==> config.mk <==
export PLATFORM = sky130hd
export DESIGN_NAME = ondemand_req_ctrl
export DESIGN_NICKNAME = d
export VERILOG_FILES = /design/src/rtl/odr_pkg.sv /design/src/rtl/od_word_decode.sv /design/src/rtl/od_handshake.sv /design/src/rtl/od_req_fifo.sv /design/src/rtl/ondemand_req_ctrl.sv
export SDC_FILE = /design/constraint.sdc
export NUM_CORES = 1
export LEC_CHECK = 0
export BUFFER_PORTS_ARGS = -buffer_cell sky130_fd_sc_hd__buf_2
export CAP_MARGIN = 20
export CORE_ASPECT_RATIO = 1.25
export CORE_MARGIN = 4
export CORE_UTILIZATION = 45
export DETAILED_ROUTE_END_ITERATION = 12
export PLACE_DENSITY = 0.88
export SYNTH_ARGS = -nofsm -noshare
export SYNTH_HDL_FRONTEND = slang
export SYNTH_SLANG_ARGS = --single-unit
==> constraint.sdc <==
create_clock -name clk -period 2.8 [get_ports clk]
set_clock_uncertainty 0.05 [all_clocks]
set_input_delay 0.42 -clock clk [delete_from_list [all_inputs] [get_ports clk]]
set_output_delay 0.42 -clock clk [all_outputs]
set_load 0.01 [all_outputs]
==> src/rtl/odr_pkg.sv <==
package odr_pkg;
  typedef enum logic [1:0] {
    HS_IDLE  = 2'd0,
    HS_REQ   = 2'd1,
    HS_GRANT = 2'd2
  } hs_state_e;

  localparam int MODE_W     = 3;
  localparam int MODE_LIMIT = 5;
endpackage

==> src/rtl/od_word_decode.sv <==
module od_word_decode #(
  parameter int DATA_W     = 64,
  parameter int CH_W       = 2,
  parameter int MODE_W     = 3,
  parameter int MODE_LIMIT = 5
) (
  input  logic [DATA_W-1:0] word,
  output logic [CH_W-1:0]   chan,
  output logic [MODE_W-1:0] mode,
  output logic              legal
);
  localparam int FIELD_W = CH_W + MODE_W;

  logic reserved_clear;

  always_comb begin
    chan           = word[CH_W-1:0];
    mode           = word[FIELD_W-1:CH_W];
    reserved_clear = (word[DATA_W-1:FIELD_W] == '0);
    legal          = reserved_clear && (int'(mode) < MODE_LIMIT);
  end
endmodule

==> src/rtl/od_handshake.sv <==
module od_handshake
  import odr_pkg::*;
#(
  parameter int CH_W     = 2,
  parameter int MODE_W   = 3,
  parameter int SHORT_CH = 2
) (
  input  logic              clk,
  input  logic              rst,
  input  logic              enable,
  input  logic              xreq_bus,
  input  logic              xstrobe,
  input  logic              bus_grant,
  input  logic [CH_W-1:0]   word_chan,
  input  logic [MODE_W-1:0] word_mode,
  input  logic              word_legal,
  output logic              bus_req,
  output logic              bus_avail,
  output logic              push,
  output logic [CH_W-1:0]   push_chan,
  output logic [MODE_W-1:0] push_mode
);
  hs_state_e         state_q, state_d;
  logic [CH_W-1:0]   last_chan_q;
  logic [MODE_W-1:0] last_mode_q;
  logic              take_word;

  always_comb begin
    state_d   = state_q;
    push      = 1'b0;
    push_chan = last_chan_q;
    push_mode = last_mode_q;
    take_word = 1'b0;
    if (!enable) begin
      state_d = HS_IDLE;
    end else begin
      unique case (state_q)
        HS_IDLE: begin
          if (xstrobe && xreq_bus) begin
            push      = 1'b1;
            push_chan = CH_W'(SHORT_CH);
            push_mode = '0;
          end else if (xstrobe) begin
            push = 1'b1;
          end else if (xreq_bus) begin
            state_d = HS_REQ;
          end
        end
        HS_REQ: begin
          if (bus_grant) state_d = HS_GRANT;
        end
        HS_GRANT: begin
          if (xstrobe) begin
            state_d   = HS_IDLE;
            take_word = word_legal;
            push      = word_legal;
            push_chan = word_chan;
            push_mode = word_mode;
          end
        end
        default: state_d = HS_IDLE;
      endcase
    end
  end

  always_ff @(posedge clk) begin
    if (rst) begin
      state_q     <= HS_IDLE;
      last_chan_q <= '0;
      last_mode_q <= '0;
    end else begin
      state_q <= state_d;
      if (take_word) begin
        last_chan_q <= word_chan;
        last_mode_q <= word_mode;
      end
    end
  end

  assign bus_req   = (state_q != HS_IDLE);
  assign bus_avail = (state_q == HS_GRANT);
endmodule

==> src/rtl/od_req_fifo.sv <==
module od_req_fifo #(
  parameter int WIDTH = 5,
  parameter int DEPTH = 4
) (
  input  logic             clk,
  input  logic             rst,
  input  logic             flush,
  input  logic             push,
  input  logic [WIDTH-1:0] push_data,
  input  logic             pop,
  output logic [WIDTH-1:0] head,
  output logic             valid,
  output logic             overflow
);
  localparam int AW = (DEPTH > 1) ? $clog2(DEPTH) : 1;
  localparam int CW = AW + 1;

  logic [WIDTH-1:0] mem [DEPTH];
  logic [AW-1:0]    wr_ptr, rd_ptr;
  logic [CW-1:0]    count;
  logic             full, do_push, do_pop;

  assign full    = (count == CW'(DEPTH));
  assign valid   = (count != '0);
  assign do_push = push && !full;
  assign do_pop  = pop && valid;
  assign head    = mem[rd_ptr];

  function automatic logic [AW-1:0] step(input logic [AW-1:0] p);
    return (p == AW'(DEPTH - 1)) ? '0 : p + AW'(1);
  endfunction

  always_ff @(posedge clk) begin
    if (do_push && !flush) mem[wr_ptr] <= push_data;
  end

  always_ff @(posedge clk) begin
    if (rst || flush) begin
      wr_ptr   <= '0;
      rd_ptr   <= '0;
      count    <= '0;
      overflow <= 1'b0;
    end else begin
      overflow <= push && full;
      if (do_push) wr_ptr <= step(wr_ptr);
      if (do_pop)  rd_ptr <= step(rd_ptr);
      count <= count + CW'(do_push) - CW'(do_pop);
    end
  end
endmodule

==> src/rtl/ondemand_req_ctrl.sv <==
module ondemand_req_ctrl
  import odr_pkg::*;
#(
  parameter int DATA_W     = 64,
  parameter int NUM_CH     = 4,
  parameter int FIFO_DEPTH = 4,
  parameter int SHORT_CH   = 2,
  parameter int CH_W       = $clog2(NUM_CH)
) (
  input  logic              clk,
  input  logic              rst,
  input  logic              od_enable,
  input  logic [NUM_CH-1:0] ext_chan_req,
  output logic [NUM_CH-1:0] chan_req,
  input  logic              xreq_bus,
  input  logic              xstrobe,
  input  logic [DATA_W-1:0] data_bus,
  output logic              bus_req,
  input  logic              bus_grant,
  output logic              bus_avail,
  output logic              dma_valid,
  output logic [CH_W-1:0]   dma_chan,
  output logic [MODE_W-1:0] dma_mode,
  input  logic              dma_accept,
  output logic              ack,
  output logic [CH_W-1:0]   ack_id,
  output logic              overflow
);
  localparam int ENT_W = CH_W + MODE_W;

  logic [CH_W-1:0]   word_chan, push_chan;
  logic [MODE_W-1:0] word_mode, push_mode;
  logic              word_legal, push, pop;
  logic [ENT_W-1:0]  head;

  od_word_decode #(
    .DATA_W(DATA_W), .CH_W(CH_W), .MODE_W(MODE_W), .MODE_LIMIT(MODE_LIMIT)
  ) i_decode (
    .word(data_bus), .chan(word_chan), .mode(word_mode), .legal(word_legal)
  );

  od_handshake #(
    .CH_W(CH_W), .MODE_W(MODE_W), .SHORT_CH(SHORT_CH)
  ) i_hs (
    .clk(clk), .rst(rst), .enable(od_enable),
    .xreq_bus(xreq_bus), .xstrobe(xstrobe), .bus_grant(bus_grant),
    .word_chan(word_chan), .word_mode(word_mode), .word_legal(word_legal),
    .bus_req(bus_req), .bus_avail(bus_avail),
    .push(push), .push_chan(push_chan), .push_mode(push_mode)
  );

  assign pop = od_enable && dma_accept;

  od_req_fifo #(
    .WIDTH(ENT_W), .DEPTH(FIFO_DEPTH)
  ) i_fifo (
    .clk(clk), .rst(rst), .flush(!od_enable),
    .push(push), .push_data({push_mode, push_chan}),
    .pop(pop), .head(head), .valid(dma_valid), .overflow(overflow)
  );

  assign dma_chan = head[CH_W-1:0];
  assign dma_mode = head[ENT_W-1:CH_W];

  always_ff @(posedge clk) begin
    if (rst) begin
      chan_req <= '0;
      ack      <= 1'b0;
      ack_id   <= '0;
    end else begin
      chan_req <= od_enable ? '0 : ext_chan_req;
      ack      <= pop && dma_valid;
      if (pop && dma_valid) ack_id <= dma_chan;
    end
  end
endmodule

==> results_dict.tcl, run 1 <==
set metrics [dict create \
    place_ws_ps 196 \
    cp-endpoint "i_fifo.count[1]" \
    drive_gt1_share_pct 43.1 \
    routedWlPerCell_um 13.6 \
    route.detailed.drc 0 \
    ys_seq_area_share_pct 54.4 \
    first_iter_violations 39 \
    synth_top_area_cell "edfxtp_1" \
    track_usage_pct 17.0 \
    startpoint_type "flip-flop" \
    cts_root_buffer "clkbuf_8" \
    grt_pass1_vias 1656 \
    syn_area_mm2 0.00199 \
    die_h_um 82.3 \
    relSlewSlack_pct 74.2 \
    rr_startpoint "i_hs.state_q[1]" \
    via_per_inst 5.02 \
    cts_buffers 5 \
    dp_cells 308 \
    clk_latency_ps 290 \
    cp_data_required_time_ps 2940 \
    worstSetupPathType "reg2reg" \
    grt_max_degree 14 \
    syn-num-nets 246 \
    grt_pass1_wl_um 7120 \
    ys_types 37 \
    die_x_um 67.4 \
    maxCapViolCount 0 \
    ctsHoldBuffers 0 \
    status "finished clean" \
    power-per-cell-area_mw_per_mm2 451 \
    power_mw 1.17 \
    r2r-end "i_fifo.count[1]" \
    synthTopCellsByCount "dfxtp_1 (24), edfxtp_1 (20), nor2_1 (14)" \
    p_leak_nw 1.20 \
    synth_top_area_share_pct 30.2 \
    place_congestion 0.859 \
    rsz0062_at_grt "false" \
    num_rows 26 \
    finalCriticalPeriod_ps 2450 \
    ctsResizeCount 0 \
    n_antenna_cell 0 \
    regToRegSetupSlack_ps 350 \
    cts_tree "yes" \
    hp-class "in2reg" \
    fin_setup_tns_ps 0 \
    finalCritPeriodShare_pct 87.7 \
    clockBufferDepth 2 \
    hold_viol_final 0 \
    cp-end-kind "flip-flop" \
    synth_cells 163 \
    critPathArrivalTime_ps 2600 \
    irDropWorstVdd_mv 0.285 \
    setup_slack_ps 345 \
    whs_ps 279 \
    dr.pass1.iters 4 \
    io_buffers 90 \
    dieArea_mm2 0.00555 \
    cp-startpoint "i_hs.state_q[1]" \
    hp-start "ext_chan_req[3]" \
    cts_htree_levels 2 \
    worstRegToRegCells 8 \
    coreArea_mm2 0.00416 \
    synth-edff-count 20 \
    timing.fmax_mhz 407 \
    yosys_warnings 0 \
    num_vias 1585 \
    yosysMostFrequentCell "dfxtp_1" \
    synth_area_leaders "edfxtp_1 (30%), dfxtp_1 (24%), mux4_2 (5.7%)" \
    synth_top_flop_cell "dfxtp_1" \
    area_growth_pct 30.3 \
    async_flop_share_pct 0 \
    maxSlewViolCount 0 \
    ys_ff_latch 44 \
    nets 342 \
    overflow 0 \
    io_pins 91 \
    cp_max_fo 9 \
    instances_no_fill 316 \
    tightest_slew_ps 386 \
    path_clk_slew_ps 80 \
    initial_utilization_pct 47.7 \
    antenna_found_initial 0 \
    ant_nets 0 \
    wl_um 4300 \
    cts_sinks 44 \
    synth.avg_cell_area_um2 12.2 \
    cts_setup_buffers 0 \
    finalSetupViolCount 0 \
    fillers 378 \
    dp_hpwl_um 3660 \
]
==> through the flow <==
stage	util (%)	area, um2
final	62.1	2590
after global routing	62.1	2590
after CTS	62.1	2590
after detailed placement	60.2	2510
after global placement	60.2	2510
after floorplan	-	1990
==> routing by layer <==
layer | GRT usage [%] | share of wire [%] | vias to the layer above
li1 | - | - | 794
met1 | 18.8 | 37 | 722
met2 | 31.6 | 55 | 60
met3 | 3.79 | 6.6 | 9
met4 | 5.48 | 1.5 | 0
met5 | 0 | 0 | -
==> final cells by class <==
class | count | area (um2) | area share, %
sequential | 44 | 1080 | 41.8
multi-input combinational | 107 | 856 | 33.1
timing repair buffer | 92 | 465 | 18.0
clock buffer | 7 | 76.3 | 2.95
tap | 56 | 70.1 | 2.71
inverter | 9 | 33.8 | 1.31
clock inverter | 1 | 5.00 | 0.193
==> where the power goes <==
group	leakage [nW]	internal, mW	switching [mW]
combinational	0.745	0.0643	0.0537
clock	0.0422	0.175	0.193
sequential	0.411	0.676	0.00428
total	1.20	0.915	0.251
==> worst min path at each step <==
stage,depth (start not counted),to
floorplan,2,i_hs.last_mode_q[0]
global placement,2,i_hs.last_mode_q[2]
detailed placement,2,i_hs.last_mode_q[0]
CTS,2,chan_req[3]
global route,2,chan_req[3]
finish,2,chan_req[3]
==> logic make-up (layout without fill, tap and decap cells) <==
family,count (synthesis),after routing,synth area share (%)
buffers and inverters,12,109,2.46
AO/OA/AOI/OAI,15,15,5.23
adder cells (fa/ha/maj),8,8,5.42
XOR/XNOR,2,2,0.882
flip-flops,44,44,54.4
multiplexers,12,12,9.45
AND/OR/NAND/NOR,70,70,22.1
==> registers in the layout (all words and copies together), names as in the netlist, named ones only <==
| register | cells |
|---|---|
| ack | 1 |
| i_fifo.wr_ptr | 2 |
| i_hs.last_mode_q | 3 |
| i_hs.state_q | 2 |
| i_fifo.count | 3 |
| chan_req | 4 |
| i_hs.last_chan_q | 2 |
| ack_id | 2 |
| i_fifo.rd_ptr | 2 |
| i_fifo.overflow | 1 |
| i_fifo.mem | 20 |
==> critical path, stage by stage, from the launching register on <==
cell and delay [ps]:
dfxtp_1 460, and4b_4 330, nand3_4 80, nor4_4 390, nand2_4 150, a21oi_4 170, ha_1 170, fa_1 410
and2_1 140
==> placed cells by master (no fill, tap or decap), drive strengths merged, types with 2 or more instances in the layout <==
cell type	count
buf	92
dfxtp	24
edfxtp	20
nor4	15
nor2	14
and2	10
inv	9
nand2	9
a21oi	9
ha	7
clkbuf	7
mux2i	6
mux4	5
nand3	5
a22o	4
nor3	4
nand4	2
xnor2	2
nor2b	2
Note: power is estimated with default switching activity, not from simulation.
==> run 2: changes to the inputs <==
ABC_AREA = 1   (was not set)
CTS_CLUSTER_DIAMETER = 80   (was not set)
PLACE_DENSITY = 0.87   (was 0.88)
==> results_dict.tcl, run 2 <==
set metrics [dict create \
    ctsResizeCount 0 \
    synth.avg_cell_area_um2 8.42 \
    p_leak_nw 1.27 \
    cts_htree_levels 2 \
    worstSetupPathType "reg2reg" \
    die_x_um 69.4 \
    synth_area_leaders "edfxtp_1 (28%), dfxtp_1 (23%), nor2_1 (14%)" \
    first_iter_violations 53 \
    finalCriticalPeriod_ps 2300 \
    power-per-cell-area_mw_per_mm2 473 \
    placed_area_mm2 0.00263 \
    final_common_cell "buf_2" \
    via_per_inst 4.74 \
    synth-edff-count 20 \
    timing.fmax_mhz 434 \
    wl_um 4740 \
    syn-num-nets 335 \
    largest_reg_flops 20 \
    ctsHoldBuffers 0 \
    maxSlewViolCount 0 \
    grt_pass1_wl_um 7940 \
    status "finished clean" \
    place_congestion 0.839 \
    num_vias 1919 \
    cts_tree "yes" \
    grt_max_degree 14 \
    drive_gt1_share_pct 32.3 \
    finalCritPeriodShare_pct 82.2 \
    initial_utilization_pct 47.2 \
    ys_types 29 \
    final_cell_mix "buf_2 (90), nor2_1 (77), inv_1 (38)" \
    io_buffers 90 \
    hold_viol_final 0 \
    clk_latency_ps 300 \
    async_flop_share_pct 0 \
    final_area_mm2 0.00273 \
    relSlewSlack_pct 65.2 \
    synth_top_flop_cell "dfxtp_1" \
    dr.pass1.iters 4 \
    coreArea_mm2 0.00449 \
    startpoint_type "flip-flop" \
    finalSetupViolCount 0 \
    synth_top_area_share_pct 28.3 \
    hp-class "in2reg" \
    track_usage_pct 16.5 \
    tightest_slew_ps 521 \
    synth_top_area_cell "edfxtp_1" \
    grt_pass1_vias 1953 \
    cp_max_fo 11 \
    n_antenna_cell 0 \
    cp_data_required_time_ps 2940 \
    cts_root_buffer "clkbuf_8" \
    synth_cells 252 \
    cts_setup_buffers 0 \
    overflow 0 \
    dp_hpwl_um 3950 \
    area_growth_pct 28.8 \
    routedWlPerCell_um 11.7 \
    post-route-util_pct 60.8 \
    num_rows 27 \
    dieArea_mm2 0.00589 \
    cts_buffers 5 \
    cp-end-kind "flip-flop" \
    yosys_warnings 0 \
    route.detailed.drc 0 \
    synth-simple-area-share_pct 23.6 \
    ant_nets 0 \
    nets 429 \
    synthAdderAreaFrac_pct 5.07 \
    rsz0062_at_grt "false" \
    synth.area.mux_share_pct 0 \
    synth_compound_area_share_pct 11.8 \
    synth-xor-area-share_pct 0.825 \
    reg_top3 "i_fifo.mem: 20 flops, chan_req: 4 flops" \
    syn_area_mm2 0.00212 \
    path_clk_slew_ps 80 \
    cts_sinks 44 \
    critPathArrivalTime_ps 2450 \
    irDropWorstVdd_mv 0.431 \
    clockBufferDepth 2 \
    io_pins 91 \
    largest-register "i_fifo.mem" \
    ys_seq_area_share_pct 50.9 \
    die_h_um 84.8 \
    maxCapViolCount 0 \
    fin_setup_tns_ps 0 \
    ys_ff_latch 44 \
    antenna_found_initial 0 \
    fillers 372 \
    synthTopCellsByCount "nor2_1 (77), inv_1 (38), nand2_1 (28)" \
    yosysMostFrequentCell "nor2_1" \
    synth_top_family_by_area "simple AND/OR/NAND/NOR gates" \
    power_mw 1.29 \
]
## run 2: path summary, 6_finish.rpt
kind | slack, ps | start | depth (start not counted) | end
setup / recovery | 500 | i_hs.state_q[0] | 13 | i_fifo.count[1]
setup reg to reg | 500 | i_hs.state_q[0] | 13 | i_fifo.count[1]
hold reg to reg | 420 | i_hs.last_chan_q[0] | 2 | i_hs.last_chan_q[0]
hold / removal | 280 | ext_chan_req[2] | 3 | chan_req[2]
## run 2: worst max-delay path, cell delays in order, from the launching register on
cell and delay (ps):
dfxtp_1 380, inv_1 90, nand2_2 80, nor2_4 140, nand3_2 90, nor2_2 120, nand3_2 240, nand2_2 170
nand2_4 90, inv_1 60, ha_1 170, fa_1 420, inv_1 60, nor2_1 40
## run 2: per-stage QoR
step           instances  hold slack (ps)  worst slack, ps
2_1_floorplan        252              400              769
3_3_place_gp         397              404              458
3_5_place_dp         397              411              367
4_1_cts              405              272              501
5_1_grt              405              278              280
6_report             405              277              498
## run 2: area by class of cell
class | count | area [um2] | share of cell area, %
Clock buffer | 6 | 72.6 | 2.65
Clock inverter | 2 | 35.0 | 1.28
Inverter | 39 | 146 | 5.35
Multi-Input combinational cell | 166 | 876 | 32.0
Sequential cell | 44 | 1080 | 39.5
Tap cell | 58 | 72.6 | 2.65
Timing Repair Buffer | 90 | 450 | 16.5
## run 2: power by group
group	leakage, nW	switching [mW]	internal [mW]	total (mW)
logic	0.831	0.0693	0.0657	0.135
clock network	0.0552	0.210	0.265	0.475
registers	0.382	0.00590	0.678	0.684
## run 2: cells by family (layout without fill, tap and decap cells)
group	Yosys count	count (layout)
DFF	44	44
xor gates and xnor gates	2	2
AOI/OAI and AO/OA	36	36
adders and majority gates	8	8
and+or+nand+nor	120	120
buffers and inverters	42	137
## run 2: metal layers
metal | global-route usage [%] | up-vias | share of wire [%]
met4 | 7.46 | 0 | 2.2
met1 | 17.7 | 854 | 40
met2 | 30.9 | 60 | 53
li1 | - | 997 | -
met5 | 0 | - | 0
met3 | 3.11 | 8 | 5.3
==> run 3: changes to the inputs <==
CORE_UTILIZATION = 43   (was 45)
clock period = 2 ns   (was 2.8 ns; I/O delays follow)
==> results_dict.tcl, run 3 (synthesis results as in run 2) <==
set metrics [dict create \
    status "finished clean" \
    p_comb_share_pct 11.7 \
    num_rows 28 \
    whs_ps 163 \
    ctsHoldBuffers 0 \
    clk_latency_ps 290 \
    area_growth_pct 37.0 \
    irDropWorstVdd_mv 0.459 \
    die_x_um 70.8 \
    cts_htree_levels 2 \
    io_buffers 90 \
    startpoint_type "flip-flop" \
    largest-register "i_fifo.mem" \
    overflow 0 \
    grt_pass1_wl_um 8160 \
    finalSetupViolCount 0 \
    initial_utilization_pct 44.5 \
    first_iter_violations 31 \
    dr.pass1.iters 4 \
    drive_gt1_share_pct 39.0 \
    maxSlewViolCount 0 \
    nets 446 \
    coreArea_mm2 0.00476 \
    finalCritPeriodShare_pct 99.7 \
    relSlewSlack_pct 64.8 \
    cts_tree "yes" \
    tightest_slew_ps 527 \
    grt_max_degree 14 \
    critPathArrivalTime_ps 2170 \
    fin_setup_tns_ps 0 \
    wl_um 5060 \
    route.detailed.drc 0 \
    final_common_cell "buf_2" \
    hp-class "in2reg" \
    grt_pass1_vias 2037 \
    cp_data_required_time_ps 2170 \
    fillers 427 \
    antenna_found_initial 0 \
    cp_max_fo 3 \
    num_vias 2024 \
    routedWlPerCell_um 11.9 \
    power-per-cell-area_mw_per_mm2 626 \
    dp_hpwl_um 4000 \
    reg_top3 "i_fifo.mem: 20 flops, chan_req: 4 flops" \
    n_antenna_cell 0 \
    p_clk_share_pct 35.6 \
    regArea_mm2 0.00109 \
    setup_slack_ps 6.98 \
    post-route-util_pct 61.0 \
    final_cell_mix "buf_2 (90), nor2_1 (77), inv_1 (34)" \
    die_h_um 86.5 \
    worstSetupPathType "reg2reg" \
    place_congestion 0.870 \
    timing.fmax_mhz 502 \
    ant_nets 0 \
    finalCriticalPeriod_ps 1990 \
    track_usage_pct 16.5 \
    dieArea_mm2 0.00613 \
    rsz0062_at_grt "true" \
    pwr-share-seq_pct 52.6 \
    multi_input_area_um2 913 \
    switching_share_pct 21.6 \
    via_per_inst 4.77 \
    largest_reg_flops 20 \
    maxCapViolCount 0 \
    cp-end-kind "flip-flop" \
    cts_buffers 5 \
    io_pins 91 \
    cts_sinks 44 \
    hold_viol_final 0 \
    p_switching_mw 0.394 \
    path_clk_slew_ps 80 \
    cts_root_buffer "clkbuf_8" \
    p_leak_nw 1.34 \
    clockBufferDepth 2 \
    place_ws_ps -71.6 \
    power.internal_mw 1.43 \
]
-- run 3: cell count changes in the layout (fill, tap and decap cells not counted), moves of 2 or more --
cell	delta
inv_1	-4
buf_4	+17
ha_1	-2
inv_2	+4
dfxtp_2	+4
ha_4	+2
dfxtp_1	-4
-- run 3: final cells by class --
| type | instances | share of cell area [%] |
|---|---|---|
| sequential | 44 | 37.4 |
| multi-input combinational | 166 | 31.4 |
| timing repair buffer | 107 | 19.9 |
| inverter | 39 | 5.04 |
| tap | 60 | 2.58 |
| clock buffer | 6 | 2.50 |
| clock inverter | 2 | 1.21 |
-- run 3: power by group through the flow --
stage / clock (mW) / sequential [mW] / combinational, mW
after floorplan: 0 / 0.979 / 0.0848
after global placement: 0 / 0.976 / 0.196
after detailed placement: 0 / 0.977 / 0.205
after CTS: 0.661 / 0.957 / 0.208
after global routing: 0.689 / 0.959 / 0.241
final: 0.649 / 0.958 / 0.214
-- run 3: final timing paths --
check	start	to	slack, ps	depth (start not counted)
worst max register to register	i_fifo.count[2]	i_fifo.count[1]	7	10
worst min-delay path	ext_chan_req[2]	chan_req[2]	160	3
worst min register to register	ack_id[1]	ack_id[1]	420	2
worst max-delay path	i_fifo.count[2]	i_fifo.count[1]	7	10
-- run 3: routing by layer --
layer  part of all wire [%]  wire length, um  GRT usage (%)  up-vias
li1                       -                -              -     1026
met3                    6.7              337           3.94        8
met1                     35             1760           15.7      913
met5                      0                0              0        -
met2                     57             2900           33.3       77
met4                    1.2               63           5.98        0
-- run 3: worst max-delay path: stages (launching register included) --
cell and delay, ps:
dfxtp_2 340, nor3_2 170, inv_1 90, nand3_2 100, inv_2 60, ha_4 260, inv_2 40, ha_4 150
fa_2 540, inv_2 30, nor2_1 90
-- run 3: through the flow --
step | cell area (um2) | total power, mW | cells
floorplan | 2130 | 1.06 | 252
global placement | 2740 | 1.17 | 413
detailed placement | 2740 | 1.18 | 413
CTS | 2850 | 1.83 | 421
global route | 2910 | 1.89 | 424
finish | 2910 | 1.82 | 424
-- run 3: what timing repair did --
action | CTS | global route
pin swaps | 1 | 11
resized for setup | 1 | 12
buffers inserted | 0 | 3
setup endpoints to repair | 2 | 2
